[config.mk]
export PLATFORM = sky130hd
export DESIGN_NAME = wdg_keyed_watchdog
export DESIGN_NICKNAME = d
export VERILOG_FILES = /design/src/rtl/wdg_pkg.sv /design/src/rtl/wdg_key_seq.sv /design/src/rtl/wdg_timeout_ctr.sv /design/src/rtl/wdg_keyed_watchdog.sv
export SDC_FILE = /design/constraint.sdc
export NUM_CORES = 1
export LEC_CHECK = 0
export ABC_AREA = 0
export BUFFER_PORTS_ARGS = -buffer_cell sky130_fd_sc_hd__clkbuf_2
export CAP_MARGIN = 10
export CORE_MARGIN = 2
export CORE_UTILIZATION = 55
export DETAILED_ROUTE_END_ITERATION = 7
export PLACE_DENSITY = 0.83
export SKIP_LAST_GASP = 1
export SYNTH_ARGS = -nofsm -noshare
export SYNTH_HDL_FRONTEND = slang
export SYNTH_HIERARCHICAL = 1
export SYNTH_SLANG_ARGS = --single-unit
[constraint.sdc]
create_clock -name clk -period 6.75 [get_ports clk]
set_input_delay 1.6875 -clock clk [delete_from_list [all_inputs] [get_ports clk]]
set_output_delay 1.6875 -clock clk [all_outputs]
set_load 0.02 [all_outputs]
[src/rtl/wdg_pkg.sv]
package wdg_pkg;

    localparam logic [7:0] KEY_ARM_BYTE  = 8'h55;
    localparam logic [7:0] KEY_FIRE_BYTE = 8'hAA;

    typedef enum logic [1:0] {
        KEY_NONE  = 2'd0,
        KEY_ARM   = 2'd1,
        KEY_FIRE  = 2'd2,
        KEY_OTHER = 2'd3
    } key_kind_e;

    typedef struct packed {
        logic      valid;
        key_kind_e kind;
    } key_evt_t;

    function automatic key_evt_t decode_write(input logic wr, input logic sel,
                                              input logic [7:0] data);
        key_evt_t e;
        e.valid = wr && sel;
        if (!e.valid)                e.kind = KEY_NONE;
        else if (data == KEY_ARM_BYTE)  e.kind = KEY_ARM;
        else if (data == KEY_FIRE_BYTE) e.kind = KEY_FIRE;
        else                         e.kind = KEY_OTHER;
        return e;
    endfunction

endpackage

[src/rtl/wdg_key_seq.sv]
module wdg_key_seq
    import wdg_pkg::*;
(
    input  logic     clk,
    input  logic     rst,
    input  logic     enable,
    input  key_evt_t evt,
    output logic     service
);

    logic armed_q;

    always_comb begin
        service = enable && evt.valid && (evt.kind == KEY_FIRE) && armed_q;
    end

    always_ff @(posedge clk) begin
        if (rst || !enable) begin
            armed_q <= 1'b0;
        end else if (evt.valid) begin
            case (evt.kind)
                KEY_ARM:  armed_q <= 1'b1;
                default:  armed_q <= 1'b0;
            endcase
        end
    end

    // a low enable leaves the tracker disarmed
    a_r9_disarm_when_off: assert property (@(posedge clk) disable iff (rst)
        !enable |=> !armed_q);

    // a lone fire byte never produces a service
    a_r5_fire_needs_arm: assert property (@(posedge clk) disable iff (rst)
        (evt.valid && evt.kind == KEY_FIRE && !armed_q) |-> !service);

    // a service always leaves the tracker disarmed
    a_r8_fire_consumes: assert property (@(posedge clk) disable iff (rst)
        service |=> !armed_q);

endmodule

[src/rtl/wdg_timeout_ctr.sv]
module wdg_timeout_ctr #(
    parameter int CNT_W = 16
) (
    input  logic             clk,
    input  logic             rst,
    input  logic             enable,
    input  logic             reload,
    input  logic [CNT_W-1:0] period,
    output logic             expire
);

    localparam logic [CNT_W-1:0] CNT_ONE  = CNT_W'(1);
    localparam logic [CNT_W-1:0] CNT_ZERO = '0;

    logic [CNT_W-1:0] cnt_q;

    always_ff @(posedge clk) begin
        if (rst || !enable) begin
            cnt_q <= period;
        end else if (reload) begin
            cnt_q <= period;
        end else if (cnt_q != CNT_ZERO) begin
            cnt_q <= cnt_q - CNT_ONE;
        end
    end

    always_comb begin
        expire = enable && !reload && (cnt_q == CNT_ZERO);
    end

    // a service loads the full period
    a_r3_reload_full: assert property (@(posedge clk) disable iff (rst)
        reload |=> (cnt_q == $past(period)));

    // an enabled, unserviced counter steps down by exactly one
    a_r2_step_one: assert property (@(posedge clk) disable iff (rst)
        (enable && !reload && cnt_q != CNT_ZERO) |=> (cnt_q == $past(cnt_q) - CNT_ONE));

    // with enable low the count is parked at the period
    a_r9_parked: assert property (@(posedge clk) disable iff (rst)
        !enable |=> (cnt_q == $past(period)));

endmodule

[src/rtl/wdg_keyed_watchdog.sv]
module wdg_keyed_watchdog
    import wdg_pkg::*;
#(
    parameter int CNT_W = 16
) (
    input  logic             clk,
    input  logic             rst,
    input  logic             wr_en,
    input  logic             wr_sel,
    input  logic [7:0]       wr_data,
    input  logic             enable,
    input  logic [CNT_W-1:0] period,
    output logic             rst_req
);

    key_evt_t evt;
    logic     service;
    logic     expire;
    logic     req_q;

    always_comb begin
        evt = decode_write(wr_en, wr_sel, wr_data);
    end

    wdg_key_seq u_key (
        .clk     (clk),
        .rst     (rst),
        .enable  (enable),
        .evt     (evt),
        .service (service)
    );

    wdg_timeout_ctr #(.CNT_W(CNT_W)) u_ctr (
        .clk    (clk),
        .rst    (rst),
        .enable (enable),
        .reload (service),
        .period (period),
        .expire (expire)
    );

    always_ff @(posedge clk) begin
        if (rst)         req_q <= 1'b0;
        else if (expire) req_q <= 1'b1;
    end

    assign rst_req = req_q;

    // the request never drops without a reset
    a_r10_sticky: assert property (@(posedge clk) disable iff (rst)
        rst_req |=> rst_req);

    // a new request only follows an enabled cycle
    a_r2_rise_enabled: assert property (@(posedge clk) disable iff (rst)
        $rose(rst_req) |-> $past(enable));

    // writes to another register never service the watchdog
    a_r4_sel_gate: assert property (@(posedge clk) disable iff (rst)
        !wr_sel |-> !service);

endmodule

Yosys cells after proc, flatten, opt, wreduce, memory -nomap -nowiden
Cells that the tools add are included.
{"block": "op_classes", "addsub": 1, "muxes": 7, "n_reduce_logical": 12, "eq_ne": 4}
{"cell": "$mux W16", "count": 3}
{"cell": "$logic_not A16 Y1", "count": 1}
{"cell": "$reduce_bool A16 Y1", "count": 1}
{"cell": "$sub A16 B1 Y16 const B", "count": 1}
{"cell": "$eq A8 B7 Y1 const B", "count": 1}
{"cell": "$eq A8 B8 Y1 const B", "count": 1}
{"cell": "$logic_and A1 B1 Y1", "count": 6}
{"cell": "$mux W2", "count": 2}
{"cell": "$reduce_bool A3 Y1", "count": 1}
{"cell": "$eq A2 B1 Y1 const B", "count": 1}
{"cell": "$eq A2 B2 Y1 const B", "count": 1}
{"cell": "$logic_not A1 Y1", "count": 2}
{"cell": "$mux W1", "count": 2}
{"cell": "$logic_or A1 B1 Y1", "count": 1}
{"block": "totals", "in_bits": 29, "register_bits": 18, "word_cells": 27}

Logic depth before layout (Yosys ltp)
Gate-level depths: netlist of run 1.
{"block": "logic_depth", "word_depth": 10, "depth_mapped": 9, "ltp_nobuf": 8}

By module
Netlist of run 1, hierarchy kept.
{"module": "wdg_timeout_ctr", "instances": 1, "seq_area_each_um2": 480.5, "cells_per_inst": 99, "area_per_inst_um2": 960.9}
{"module": "wdg_keyed_watchdog", "instances": 1, "seq_area_each_um2": 20.0, "cells_per_inst": 11, "area_per_inst_um2": 95.1}
{"module": "wdg_key_seq", "instances": 1, "seq_area_each_um2": 20.0, "cells_per_inst": 7, "area_per_inst_um2": 63.8}

Worst setup path after synthesis of run 1
No wires, ideal clock.
{"block": "synth_timing", "path_type": "input to register", "from": "in wr_data[5]", "to": "reg u_ctr.cnt_q[10] (data pin)", "setup_time_ns": 0.268, "stages": 7, "path_buffers": 1, "arrival_time_ns": 2.879, "slack_ns": 3.603, "path_cell_list": "and4bb_1 a21oi_1 nor3b_1 nor2_1 nand2_1 clkbuf_1 o21ai_0"}
{"element": "start: declaration", "line_no": "wdg_keyed_watchdog.sv:10", "source": "input logic [7:0] wr_data,"}
{"element": "end signal: assignment", "line_no": "wdg_timeout_ctr.sv:19", "source": "cnt_q <= period;"}
{"element": "end signal: assignment", "line_no": "wdg_timeout_ctr.sv:21", "source": "cnt_q <= period;"}
{"element": "end signal: assignment", "line_no": "wdg_timeout_ctr.sv:23", "source": "cnt_q <= cnt_q - CNT_ONE;"}
{"element": "end: declaration", "line_no": "wdg_timeout_ctr.sv:15", "source": "logic [CNT_W-1:0] cnt_q;"}

==> impl_metrics.ini, run 1 <==
[status]
outcome = finished, final reports clean

[timing]
worst_pin_slew_ps = 692
skew_ps = 7.41
tns_ps = 0
clock.fmax_mhz = 290
setup_viol = 0
drv_slew = 0
rsz0062_at_grt = false
slew_headroom_pct = 53.8
fin_crit_ps = 3450
period_share_pct = 51.1
final-hold-violation-count = 0

[detailed_routing]
num_vias = 998
drc = 0
drt-total-wl_um = 2430
firstDrtPassIters = 4
drt_iter0_drc = 19
ant_nets = 0
wl_per_cell_um = 14.0
vias_per_cell = 5.74

[layout]
multi_input_area_um2 = 577
antenna-diode-count = 0
drive_above_1_share_pct = 24.5
design_area_mm2 = 0.00131
syn_to_final_growth_pct = 17.3
filler_cell_count = 171
fin_nets = 178
register_area_um2 = 520

[logic_synthesis]
synth_nets = 147
syn_inst = 117
ys_seq_area_share_pct = 46.5
synth.distinct_cells = 32
syn-cell-area_mm2 = 0.00112
synth.avg_cell_area_um2 = 9.57
ys_warn_count = 6
ys_seq_elements = 18

[cts]
clockRootBuffer = clkbuf_4
ctsLongestPathBuffers = 2
htree_levels = 1
cts_sinks = 18
cts_buffers = 3
post_cts_buffers = 0
cts-hold-fix-buffers = 0
clk_pin_slew_ps = 90
cts_resized = 0
clk-insertion-delay-late_ps = 300
cts_tree = built

[setup_path]
cp_max_fo = 26
reg2reg_from = u_ctr/cnt_q[0]
critPathSlowestCell = or4_1
cpPeakStageDelay_ps = 620
path_class = input pin to flop
required_ps = 6910
startpoint_type = input pin
end_kind = flop
cp-startpoint = wr_data[1]
critPathArrivalTime_ps = 3610
path_cells = clkbuf_2 -> and4bb_1 -> a21oi_1 -> nor3b_1 -> nor2_1 -> nand2_1 -> or4_1 -> nand3_1

[power]
p_leak_nw = 0.533
ir_worst_vdd_v = 0.000136
p_total_w = 0.000236
p_per_area_mw_per_mm2 = 180

[placement]
gp_congestion = 0.782
dpl.hpwl_um = 1870
io_buffers = 29
placed_area_mm2 = 0.00129

[global_route]
overflow = 0
grt_start_max_net_pins = 27
grtUsageTotal_pct = 22.9
grt_pass1_vias = 994
grt_pass1_wl_um = 4180
antenna_found_initial = 0

[floorplanning]
ios = 30
coreArea_mm2 = 0.00194
rows = 16
die_area_mm2 = 0.00241
start_util_pct = 57.7
die_h_um = 49.1
die_x_um = 49.1

[worst_hold_path]
min_from = rst_req
holdCritPathClass = flop to flop

[job]
drv_cap = 0
worst paths after layout:
path	end	cells past startpoint	slack, ps
max	u_ctr/cnt_q[8]	8	3300
min	rst_req	2	490
max reg2reg	u_ctr/cnt_q[14]	6	3960
min reg2reg	rst_req	2	490
per-layer routing:
| metal | wire (um) | GRT usage, % |
|---|---|---|
| met1 | 1020 | 28.1 |
| met2 | 1230 | 38.1 |
| met3 | 158 | 4.29 |
| met4 | 30 | 12.4 |
| met5 | 0 | 0 |
metrics by stage:
step / instances / hold slack (ps) / worst slack, ps / utilization [%]
detailed placement: 170 / 476 / 3040 / 66.3
global route: 174 / 528 / 3080 / 67.7
finish: 174 / 489 / 3300 / 67.7
floorplan: 117 / 525 / 3600 / -
CTS: 174 / 500 / 3350 / 67.7
global placement: 170 / 463 / 3170 / 66.3
cell families (layout without fill, tap and decap cells):
logic type,count (synthesis),count (layout),synth area share [%]
AND/OR/NAND/NOR,61,61,32.1
AO/OA/AOI/OAI,23,23,12.1
flip-flops,18,18,46.5
XOR/XNOR,8,8,6.26
buffers and inverters,6,36,2.01
adder cells (fa/ha/maj),1,1,1.12
where the power goes:
part           internal (W)  switching [W]  leakage (nW)  total (W)
Sequential         0.000132      0.0000113         0.188   0.000143
Clock             0.0000230      0.0000333        0.0150  0.0000564
Combinational     0.0000185      0.0000183         0.330  0.0000368
registers in the layout (all words and copies together), names as in the netlist:
name,flops
u_ctr/cnt_q,16
rst_req,1
u_key/armed_q,1
critical path: cells and delay by family:
kind | cells | cell delay, ps
buffers and inverters | 1 | 80
AND/OR/NAND/NOR | 6 | 1760
AO/OA/AOI/OAI | 1 | 70
synthesized netlist by cell type:
master / count / area share (%)
o211ai_1: 2 / 1.3
nand2b_1: 2 / 1.1
nor2_1: 11 / 3.7
a31oi_1: 3 / 1.7
nand2_1: 18 / 6.0
nand3_2: 1 / 0.89
or3_1: 1 / 0.56
clkbuf_1: 2 / 0.67
buf_1: 1 / 0.33
o21ai_0: 12 / 5.4
nor3b_1: 1 / 0.67
nand3_1: 5 / 2.2
and2_1: 1 / 0.56
or2b_1: 2 / 1.3
dfxtp_1: 2 / 3.6
nor4_1: 2 / 1.1
a21boi_0: 1 / 0.67
a21oi_2: 1 / 0.78
nor3_1: 3 / 1.3
a21oi_1: 2 / 0.89
nor3_2: 1 / 0.89
or4_1: 4 / 2.7
edfxtp_1: 16 / 43
nand4_1: 3 / 1.7
nand3b_1: 1 / 0.67
and4bb_1: 4 / 4.5
o31ai_1: 2 / 1.3
ha_1: 1 / 1.1
xor2_1: 6 / 4.7
inv_1: 3 / 1.0
nor4b_4: 1 / 2.1
xnor2_1: 2 / 1.6
layout make-up:
type	count	area share [%]
clock buffers	4	2.00
inverters	3	0.857
multi-input cells	93	43.9
flip-flops and latches	18	39.6
well taps	27	2.57
repair buffers	29	11.0
cells in the final DEF (no fill, tap or decap), drive strengths merged:
cell type,Yosys,layout
and4bb,4,4
or2b,2,2
dfxtp,2,2
nand2,18,18
nand2b,2,2
or3,1,1
nand4,3,3
nor3,4,4
ha,1,1
a21oi,3,3
nand3b,1,1
nor4b,1,1
a21boi,1,1
nand3,6,6
and2,1,1
inv,3,3
nor4,2,2
o31ai,2,2
xnor2,2,2
o211ai,2,2
a31oi,3,3
edfxtp,16,16
o21ai,12,12
clkbuf,2,33
xor2,6,6
nor3b,1,1
nor2,11,11
or4,4,4
Power figures use the tool's default switching activity.
==> inputs of run 2 (changes only) <==
--- a/config.mk
+++ b/config.mk
@@ -9,9 +9,9 @@
 export BUFFER_PORTS_ARGS = -buffer_cell sky130_fd_sc_hd__clkbuf_2
 export CAP_MARGIN = 10
 export CORE_MARGIN = 2
-export CORE_UTILIZATION = 55
+export CORE_UTILIZATION = 46
 export DETAILED_ROUTE_END_ITERATION = 7
-export PLACE_DENSITY = 0.83
+export PLACE_DENSITY = 0.74
 export SKIP_LAST_GASP = 1
 export SYNTH_ARGS = -nofsm -noshare
 export SYNTH_HDL_FRONTEND = slang
==> constraint.sdc (replaced) <==
create_clock -name clk -period 3.1 [get_ports clk]
set_input_delay 0.775 -clock clk [delete_from_list [all_inputs] [get_ports clk]]
set_output_delay 0.775 -clock clk [all_outputs]
set_load 0.02 [all_outputs]
==> run 2 against run 1 <==
Against the previous run: combinational power grew 120%; global-route usage down 4.5 points; final area up 1.2%; utilization down 8.7 points.
==> impl_metrics.ini, run 2 (synthesized netlist as in run 1, its figures left out) <==
[floorplanning]
die_h_um = 53.3
die_x_um = 53.3
start_util_pct = 49.7
ios = 30
die_area_mm2 = 0.00285
coreArea_mm2 = 0.00225
rows = 17

[layout]
filler_cell_count = 213
fin_nets = 180
layout_commonest_cell = clkbuf_2
layout.cells.most_common_list = 29 x clkbuf_2, 18 x nand2_1, 16 x edfxtp_1
drive_above_1_share_pct = 25.5
antenna-diode-count = 0
syn_to_final_growth_pct = 18.8
largest_reg_flops = 16
design_area_mm2 = 0.00133
top_register = u_ctr/cnt_q

[global_route]
grtUsageTotal_pct = 18.4
grt_pass1_vias = 910
overflow = 0
antenna_found_initial = 0
grt_start_max_net_pins = 17
grt_pass1_wl_um = 3730

[setup_path]
cp_num_buf_inv = 1
cp-startpoint = u_ctr/cnt_q[0]
required_ps = 3050
cp_max_fo = 16
critPathSlowestCell = or3_1
path_class = flop to flop
critPathArrivalTime_ps = 2530
crit_family = simple AND/OR/NAND/NOR gates
end_kind = flop
startpoint_type = flop
reg2reg_from = u_ctr/cnt_q[0]
cpPeakStageDelay_ps = 620
path_cells = inv_1 -> ha_1 -> nor4b_4 -> nand3_2 -> or4_1 -> or3_1

[status]
outcome = finished, final reports clean

[power]
comb_power_share_pct = 16.1
intPower_w = 0.000375
p_leak_nw = 0.543
p_per_area_mw_per_mm2 = 385
pwr-share-seq_pct = 60.4
netSwitchingPower_w = 0.000137
switching_share_pct = 26.7
clkPwrFrac_pct = 23.5
ir_worst_vdd_v = 0.000265

[placement]
dpl.hpwl_um = 1740
io_buffers = 29
gp_congestion = 0.757
placed_area_mm2 = 0.00130

[timing]
period_share_pct = 83.3
fin_crit_ps = 2580
tns_ps = 0
worst_pin_slew_ps = 654
slew_headroom_pct = 56.4
rsz0062_at_grt = false
setup_viol = 0
skew_ps = 4.15
final-hold-violation-count = 0
drv_slew = 0
clock.fmax_mhz = 387

[detailed_routing]
firstDrtPassIters = 4
ant_nets = 0
met3_length_um = 92
wl_per_cell_um = 12.7
top_layer_used = met4
drt-total-wl_um = 2240
wl_met1_um = 1120
drt_iter0_drc = 12
wl_met2_um = 1020
drc = 0
vias_per_cell = 5.38
num_vias = 952

[cts]
clockRootBuffer = clkbuf_4
post_cts_buffers = 0
cts_resized = 0
cts-hold-fix-buffers = 0
clk-insertion-delay-late_ps = 290
cts_buffers = 3
cts_sinks = 18
clk_pin_slew_ps = 110
ctsLongestPathBuffers = 2
cts_tree = built
htree_levels = 1

[worst_hold_path]
min_from = rst_req
holdCritPathClass = flop to flop

[job]
drv_cap = 0
==> run 2: cell types whose count changed in the layout (fill, tap and decap cells not counted), sizes merged <==
cell    previous run  this run
buf                0         2
clkbuf            33        32
clkinv             0         1
==> run 2: path summary, 6_finish.rpt <==
| kind | to | slack, ps | depth (start not counted) |
|---|---|---|---|
| setup reg to reg | u_ctr/cnt_q[12] | 520 | 6 |
| hold / removal | rst_req | 480 | 2 |
| hold reg to reg | rst_req | 480 | 2 |
| setup / recovery | u_ctr/cnt_q[12] | 520 | 6 |
==> run 2: metal layers <==
metal | vias to the layer above | GRT usage, %
li1 | 502 | -
met1 | 426 | 23.3
met2 | 22 | 31.1
met3 | 2 | 3.39
met4 | 0 | 6.41
met5 | - | 0
==> run 2: cell type report <==
class,instances,area [um^2],share of cell area [%]
repair buffers,31,160,12.0
flip-flops and latches,18,520,39.1
clock buffers,3,22.5,1.69
clock inverters,1,3.75,0.282
multi-input cells,93,577,43.4
inverters,3,11.3,0.847
well taps,28,35.0,2.63
==> run 2: tightest hold or removal path: stages (launching register included) <==
cell and delay (ps):
dfxtp_1 340, nor2_1 50, nor2_1 70
==> run 2: power by group through the flow <==
stage               sequential [W]  combinational [W]  clock, W
finish                    0.000310          0.0000825  0.000120
global route              0.000314          0.0000942  0.000132
CTS                       0.000309          0.0000827  0.000124
detailed placement        0.000315          0.0000818         0
global placement          0.000313          0.0000796         0
floorplan                 0.000309          0.0000523         0
==> run 2: metrics by stage <==
| stage | instances | total power [W] | setup WS [ps] | util [%] | hold slack (ps) |
|---|---|---|---|---|---|
| detailed placement | 173 | 0.000397 | 487 | 57.8 | 467 |
| finish | 177 | 0.000512 | 518 | 59.0 | 483 |
| global placement | 173 | 0.000393 | 534 | 57.8 | 455 |
| CTS | 177 | 0.000516 | 490 | 59.0 | 491 |
| global route | 177 | 0.000540 | 323 | 59.0 | 527 |
| floorplan | 117 | 0.000362 | 657 | - | 525 |
